File: src/rtl/alias_win_pkg.sv
package alias_win_pkg;
  localparam int unsigned ADDR_W   = 64;
  localparam int unsigned CFG_W    = 32;
  localparam int unsigned NUM_CFG  = 3;
  localparam int unsigned BLK_W    = 12;

  localparam logic [ADDR_W-1:0] SIZE_RST = 64'h0000_0000_0100_0000;
  localparam logic [ADDR_W-1:0] CBLK_RST = 64'h0;
  localparam logic [ADDR_W-1:0] TBLK_RST = 64'h0000_0000_0000_1000;

  typedef enum logic [1:0] {
    SEL_MEM  = 2'b00,
    SEL_CBLK = 2'b01,
    SEL_TBLK = 2'b10
  } sel_e;
endpackage

File: src/rtl/alias_cfg_word.sv
module alias_cfg_word #(
  parameter int unsigned        HALF_W      = 32,
  parameter logic [2*HALF_W-1:0] RST_VAL    = '0,
  parameter bit                 CHECK_SIZE  = 1'b0
) (
  input  logic                clk_i,
  input  logic                rst_ni,
  input  logic                lo_we_i,
  input  logic                hi_we_i,
  input  logic [HALF_W-1:0]   wdata_i,
  output logic [2*HALF_W-1:0] val_o
);
  localparam int unsigned W = 2*HALF_W;

  logic [HALF_W-1:0] stage_lo_q;
  logic [W-1:0]      val_q;
  logic [W-1:0]      cand;
  logic              cand_ok;

  assign cand = {wdata_i, stage_lo_q};

  generate
    if (CHECK_SIZE) begin : g_chk
      always_comb begin
        cand_ok = (cand == '1) ||
                  ((cand != '0) && ((cand & (cand - W'(1))) == '0));
      end
    end else begin : g_nochk
      assign cand_ok = 1'b1;
    end
  endgenerate

  always_ff @(posedge clk_i or negedge rst_ni) begin
    if (!rst_ni) begin
      stage_lo_q <= RST_VAL[HALF_W-1:0];
      val_q      <= RST_VAL;
    end else begin
      if (lo_we_i) stage_lo_q <= wdata_i;
      if (hi_we_i && cand_ok) val_q <= cand;
    end
  end

  assign val_o = val_q;

  a_r7_low_no_commit: assert property (@(posedge clk_i) disable iff (!rst_ni)
    (lo_we_i && !hi_we_i) |=> $stable(val_q));

  generate
    if (CHECK_SIZE) begin : g_asrt
      a_r8_size_legal: assert property (@(posedge clk_i) disable iff (!rst_ni)
        (val_q == '1) || ((val_q != '0) && ((val_q & (val_q - W'(1))) == '0)));
    end
  endgenerate
endmodule

File: src/rtl/alias_win_decode.sv
module alias_win_decode
  import alias_win_pkg::*;
#(
  parameter int unsigned AW    = 64,
  parameter int unsigned BLK_B = 12
) (
  input  logic          clk_i,
  input  logic          rst_ni,
  input  logic [AW-1:0] size_i,
  input  logic [AW-1:0] cbase_i,
  input  logic [AW-1:0] tbase_i,
  input  logic          req_valid_i,
  input  logic [AW-1:0] req_addr_i,
  output logic          rsp_valid_o,
  output logic [1:0]    rsp_sel_o,
  output logic [AW-1:0] rsp_addr_o
);
  localparam logic [AW-1:0] BLK_LEN = AW'(1) << BLK_B;

  logic [AW-1:0] mask, off, d_c, d_t;
  logic          hit_c, hit_t;
  logic [1:0]    sel_d;
  logic [AW-1:0] addr_d;

  always_comb begin
    mask  = (size_i == '1) ? '1 : (size_i - AW'(1));
    off   = req_addr_i & mask;
    d_c   = off - cbase_i;
    d_t   = off - tbase_i;
    hit_c = d_c < BLK_LEN;
    hit_t = d_t < BLK_LEN;
    if (!req_valid_i) begin
      sel_d  = SEL_MEM;
      addr_d = '0;
    end else if (hit_c) begin
      sel_d  = SEL_CBLK;
      addr_d = AW'(d_c[BLK_B-1:0]);
    end else if (hit_t) begin
      sel_d  = SEL_TBLK;
      addr_d = AW'(d_t[BLK_B-1:0]);
    end else begin
      sel_d  = SEL_MEM;
      addr_d = req_addr_i;
    end
  end

  always_ff @(posedge clk_i or negedge rst_ni) begin
    if (!rst_ni) begin
      rsp_valid_o <= 1'b0;
      rsp_sel_o   <= SEL_MEM;
      rsp_addr_o  <= '0;
    end else begin
      rsp_valid_o <= req_valid_i;
      rsp_sel_o   <= sel_d;
      rsp_addr_o  <= addr_d;
    end
  end

  a_r9_valid_rise: assert property (@(posedge clk_i) disable iff (!rst_ni)
    req_valid_i |=> rsp_valid_o);
  a_r9_valid_fall: assert property (@(posedge clk_i) disable iff (!rst_ni)
    !req_valid_i |=> !rsp_valid_o);
  a_r9_idle_sel: assert property (@(posedge clk_i) disable iff (!rst_ni)
    !rsp_valid_o |-> (rsp_sel_o == SEL_MEM));
  a_r6_sel_legal: assert property (@(posedge clk_i) disable iff (!rst_ni)
    rsp_sel_o != 2'b11);
  a_r6_reg_off_bound: assert property (@(posedge clk_i) disable iff (!rst_ni)
    (rsp_sel_o != SEL_MEM) |-> (rsp_addr_o < BLK_LEN));
  a_r6_mem_passthru: assert property (@(posedge clk_i) disable iff (!rst_ni)
    (req_valid_i && !hit_c && !hit_t) |=> (rsp_sel_o == SEL_MEM) && (rsp_addr_o == $past(req_addr_i)));
endmodule

File: src/rtl/alias_win_dec.sv
module alias_win_dec
  import alias_win_pkg::*;
(
  input  logic              clk_i,
  input  logic              rst_ni,
  input  logic              cfg_we_i,
  input  logic [2:0]        cfg_idx_i,
  input  logic [CFG_W-1:0]  cfg_wdata_i,
  input  logic              req_valid_i,
  input  logic [ADDR_W-1:0] req_addr_i,
  output logic              rsp_valid_o,
  output logic [1:0]        rsp_sel_o,
  output logic [ADDR_W-1:0] rsp_addr_o
);
  localparam logic [ADDR_W-1:0] RST_TAB [NUM_CFG] = '{SIZE_RST, CBLK_RST, TBLK_RST};

  logic [ADDR_W-1:0] cfg_val [NUM_CFG];

  for (genvar g = 0; g < NUM_CFG; g++) begin : g_cfg
    logic lo_we, hi_we;
    assign lo_we = cfg_we_i && (cfg_idx_i == 3'(2*g));
    assign hi_we = cfg_we_i && (cfg_idx_i == 3'(2*g+1));
    alias_cfg_word #(
      .HALF_W    (CFG_W),
      .RST_VAL   (RST_TAB[g]),
      .CHECK_SIZE(g == 0)
    ) u_word (
      .clk_i   (clk_i),
      .rst_ni  (rst_ni),
      .lo_we_i (lo_we),
      .hi_we_i (hi_we),
      .wdata_i (cfg_wdata_i),
      .val_o   (cfg_val[g])
    );
  end

  alias_win_decode #(
    .AW   (ADDR_W),
    .BLK_B(BLK_W)
  ) u_dec (
    .clk_i      (clk_i),
    .rst_ni     (rst_ni),
    .size_i     (cfg_val[0]),
    .cbase_i    (cfg_val[1]),
    .tbase_i    (cfg_val[2]),
    .req_valid_i(req_valid_i),
    .req_addr_i (req_addr_i),
    .rsp_valid_o(rsp_valid_o),
    .rsp_sel_o  (rsp_sel_o),
    .rsp_addr_o (rsp_addr_o)
  );
endmodule

File: config.mk
export PLATFORM = sky130hd
export DESIGN_NAME = alias_win_dec
export DESIGN_NICKNAME = d
export VERILOG_FILES = /design/src/rtl/alias_win_pkg.sv /design/src/rtl/alias_cfg_word.sv /design/src/rtl/alias_win_decode.sv /design/src/rtl/alias_win_dec.sv
export SDC_FILE = /design/constraint.sdc
export NUM_CORES = 1
export LEC_CHECK = 0
export BUFFER_PORTS_ARGS = -buffer_cell sky130_fd_sc_hd__buf_4
export CAP_MARGIN = 20
export CORE_MARGIN = 2
export CORE_UTILIZATION = 58
export DETAILED_ROUTE_END_ITERATION = 12
export PLACE_DENSITY = 0.88
export SLEW_MARGIN = 20
export SYNTH_ARGS = -nofsm -noshare
export SYNTH_HDL_FRONTEND = slang
export SYNTH_HIERARCHICAL = 1
export SYNTH_SLANG_ARGS = --single-unit
File: constraint.sdc
create_clock -name clk_i -period 18.4 [get_ports clk_i]
set_clock_uncertainty 0.1 [all_clocks]
set_input_delay 4.6 -clock clk_i [delete_from_list [all_inputs] [get_ports clk_i]]
set_output_delay 4.6 -clock clk_i [all_outputs]
set_load 0.01 [all_outputs]
==> results.json <==
{
  "hold_depth": 1,
  "io_buffer_count": 169,
  "library_cell_appearing_most_often_on_the_critical_path": "sky130_fd_sc_hd__nand2_1",
  "synth.lib_cells_used.distinct": 98,
  "power.share.combinational_pct": 45.3,
  "synth.avg_cell_area_um2": 9.15,
  "clk-insertion-delay-late_ns": 0.59,
  "clkSinkCount": 355,
  "type_of_element_launching_the_critical_path": "flip-flop",
  "synth_simple_gate_area_share_pct": 18.4,
  "first_iter_violations": 3680,
  "grt_overflow": 0,
  "ios": 170,
  "avgViaCountPerCell": 6.99,
  "wirelength_um": 104000,
  "synth_top_flop_cell": "sky130_fd_sc_hd__dfrtp_1",
  "synthesized_area_fraction_occupied_by_xor_and_xnor_cells_pct": 4.05,
  "worst_slack_ns": 7.78,
  "sequential_element_share_of_the_synthesized_area_pct": 33.2,
  "fin_area_um2": 29500,
  "cell_count_after_synthesis": 2927,
  "number_of_nets_still_failing_antenna_checks_after_routing": 0,
  "post-place-cells": 3554,
  "initial_antenna_violation_count": 4,
  "first_global_vias": 24500,
  "ys_warn_count": 6,
  "rr_startpoint": "g_cfg[0].u_word/val_o[0]$_DFFE_PN0P_",
  "worst_r2r_path_depth": 27,
  "maxCapViolCount": 0,
  "critical_path_required_ns": 18.76,
  "postSynthRegisterBits": 355,
  "power_density_nw_per_um2": 119,
  "syn-num-nets": 3160,
  "rsz0062_at_grt": "false",
  "multi_input_area_um2": 16300,
  "die_area_um2": 47900,
  "switching_share_pct": 41.4,
  "drv_slew": 0,
  "clk_pin_slew_ns": 0.06,
  "critical_path.max_fanout": 52,
  "ctsRootBufferMaster": "sky130_fd_sc_hd__clkbuf_16",
  "fill_cells": 3795,
  "cts_stage_hold_buffer_count": 0,
  "cts_post_setup_buffers_inserted": 0,
  "timing_worst_setup_path_type": "reg2reg",
  "clock_power_share_pct": 25.4,
  "min_period_ns": 10.62,
  "cts_tree": "yes",
  "nets": 3230,
  "antenna_cells_inserted": 0,
  "share_of_the_core_filled_with_cells_in_the_final_layout_pct": 64.8,
  "run_status": "finished, final reports clean",
  "count_of_h_tree_levels_built_during_cts": 2,
  "vdd_ir_drop_max_mv": 0.100,
  "global_route_wire_length_before_repair_um": 152000,
  "final_min_period_over_clock_period_pct": 57.7,
  "post_cts_resize_count": 0,
  "routedWlPerCell_um": 28.6,
  "timing.setup.tns_ns": 0,
  "synth-edff-count": 0,
  "mostFrequentLayoutCell": "sky130_fd_sc_hd__dfrtp_1",
  "die_boundary_height_um": 219,
  "synth_top_family_by_area": "compound AO/OA/AOI/OAI gates",
  "tightest_slew_ns": 1.13,
  "floorplan.initialDensity_pct": 58.9,
  "dpl.hpwl_um": 78100,
  "grt.total_usage_pct": 42.9,
  "dpl_cell_area_um2": 28000,
  "area.growth.synth_to_final_pct": 9.99,
  "clock_tree.buffer_depth": 3,
  "mux_contribution_to_synthesized_area_pct": 12.7,
  "critical_path_arrival_ns": 10.98,
  "drt_first_pass_iters": 8,
  "crit-reg2reg-capture": "u_dec/rsp_addr_o[47]$_DFF_PN0_",
  "synth_top_cell_area_share_pct": 32.8,
  "hold_class": "reg2reg",
  "total_power_mw": 3.51,
  "critical_path.endpoint_type": "flip-flop",
  "crit_start": "g_cfg[0].u_word/val_o[0]$_DFFE_PN0P_",
  "finalNonFillerCells": 3629,
  "final_layout_size_suffix_gt1_share_pct": 17.5,
  "critPathCapture": "u_dec/rsp_addr_o[47]$_DFF_PN0_",
  "preCtsSetupSlack_ns": 7.98,
  "net-switching-power_mw": 1.45,
  "die_width_um": 219,
  "ys_async_sr_fraction_pct": 100,
  "post_synth_main_area_contributors": "sky130_fd_sc_hd__dfrtp_1 33%, sky130_fd_sc_hd__mux2_4 7.2%, sky130_fd_sc_hd__ha_1 6.0%",
  "total_leakage_power_nw": 12.6,
  "timing.critical_path.slowest_cell_delay_ns": 0.94,
  "final-hold-violation-count": 0,
  "p_int_mw": 2.06,
  "grt_max_degree": 121,
  "synthAdderAreaFrac_pct": 6.16,
  "setup_viol": 0,
  "hold_slack_ns": 0.372,
  "synth-compound-area-share_pct": 19.3,
  "coreArea_um2": 45500,
  "crit_path_top_delay_cell": "sky130_fd_sc_hd__nor4_1",
  "drc": 0,
  "p_seq_share_pct": 29.3,
  "max_slew_margin_pct": 24.2,
  "layout.area.seq_um2": 8890,
  "core.rowCount": 78,
  "via_count": 25400,
  "final_cell_mix": "351 x sky130_fd_sc_hd__dfrtp_1, 252 x sky130_fd_sc_hd__nand2_1, 211 x sky130_fd_sc_hd__a21oi_1",
  "synth_area_um2": 26800,
  "cts_buffers": 41,
  "routabilityCongestion": 1.06,
  "yosysTopAreaCell": "sky130_fd_sc_hd__dfrtp_1",
  "fmax_achieved_mhz": 94.2,
  "ff2ff_setup_slack_ns": 7.78
}
registers in the layout (all words and copies together), names as in the netlist:
name	flops
g_cfg.u_word/val_o	192
g_cfg.u_word/stage_lo_q	96
u_dec/rsp_addr_o	64
u_dec/rsp_sel_o	2
u_dec/rsp_valid_o	1
Yosys cell counts, types with 29 or more instances:
library cell,instances
sky130_fd_sc_hd__o21ai_1,61
sky130_fd_sc_hd__mux2_2,101
sky130_fd_sc_hd__clkbuf_1,95
sky130_fd_sc_hd__mux2i_1,33
sky130_fd_sc_hd__xnor2_1,70
sky130_fd_sc_hd__nor3_1,61
sky130_fd_sc_hd__nand3_1,32
sky130_fd_sc_hd__o21ai_0,143
sky130_fd_sc_hd__o311ai_0,54
sky130_fd_sc_hd__or3_1,33
sky130_fd_sc_hd__nand2_1,252
sky130_fd_sc_hd__o21bai_1,29
sky130_fd_sc_hd__nor2_1,138
sky130_fd_sc_hd__a21oi_1,211
sky130_fd_sc_hd__and2_1,108
sky130_fd_sc_hd__nor4_1,54
sky130_fd_sc_hd__xor2_1,54
sky130_fd_sc_hd__dfrtp_1,351
sky130_fd_sc_hd__inv_1,180
sky130_fd_sc_hd__a21o_1,31
sky130_fd_sc_hd__nand4_1,113
sky130_fd_sc_hd__ha_1,128
sky130_fd_sc_hd__mux2_4,128
cell families (layout without fill, tap and decap cells):
family	after synthesis	after routing
buffers and inverters	338	440
DFF	355	355
xor gates and xnor gates	124	124
AOI/OAI and AO/OA	793	793
and+or+nand+nor	924	924
muxes	262	262
adders and majority gates	131	131
worst max-delay path: cells and delay by family, from the launching register on:
kind                       cells  cell delay, ns
and+or+nand+nor               20            7.32
AOI/OAI and AO/OA              2            1.18
buffers and inverters          3            0.70
adders and majority gates      2            0.62
DFF                            1            0.46
power groups by stage:
stage          clock network (mW)  registers [mW]  logic, mW
3_3_place_gp                    0            1.03       1.52
4_1_cts                     0.898            1.03       1.54
2_1_floorplan                   0           0.998       1.07
6_report                    0.893            1.03       1.59
3_5_place_dp                    0            1.04       1.52
5_1_grt                     0.932            1.04       1.70
worst min-delay path by stage:
stage	slack [ns]	from	end
floorplan	0.37	g_cfg[1].u_word/stage_lo_q[1]$_DFFE_PN0P_	g_cfg[1].u_word/stage_lo_q[1]$_DFFE_PN0P_
global placement	0.38	g_cfg[1].u_word/stage_lo_q[1]$_DFFE_PN0P_	g_cfg[1].u_word/val_o[1]$_DFFE_PN0P_
detailed placement	0.39	g_cfg[1].u_word/stage_lo_q[18]$_DFFE_PN0P_	g_cfg[1].u_word/val_o[18]$_DFFE_PN0P_
CTS	0.38	g_cfg[2].u_word/stage_lo_q[26]$_DFFE_PN0P_	g_cfg[2].u_word/val_o[26]$_DFFE_PN0P_
global route	0.40	g_cfg[2].u_word/stage_lo_q[26]$_DFFE_PN0P_	g_cfg[2].u_word/val_o[26]$_DFFE_PN0P_
finish	0.37	g_cfg[2].u_word/stage_lo_q[26]$_DFFE_PN0P_	g_cfg[2].u_word/val_o[26]$_DFFE_PN0P_
cell type report:
class	instances	share of cell area (%)
Multi-Input combinational cell	2234	55.2
Sequential cell	355	30.2
Timing Repair Buffer	185	4.75
Clock buffer	56	4.02
Tap cell	600	2.55
Inverter	180	2.29
Clock inverter	19	1.01
layer usage:
| metal | vias to the layer above | part of all wire [%] | global-route usage, % |
|---|---|---|---|
| met4 | 0 | 6.4 | 23.2 |
| met1 | 12400 | 39 | 57.4 |
| met3 | 348 | 12 | 11.0 |
| li1 | 11000 | - | - |
| met5 | - | 0 | 0 |
| met2 | 1638 | 43 | 63.7 |
Power figures use the tool's default switching activity.
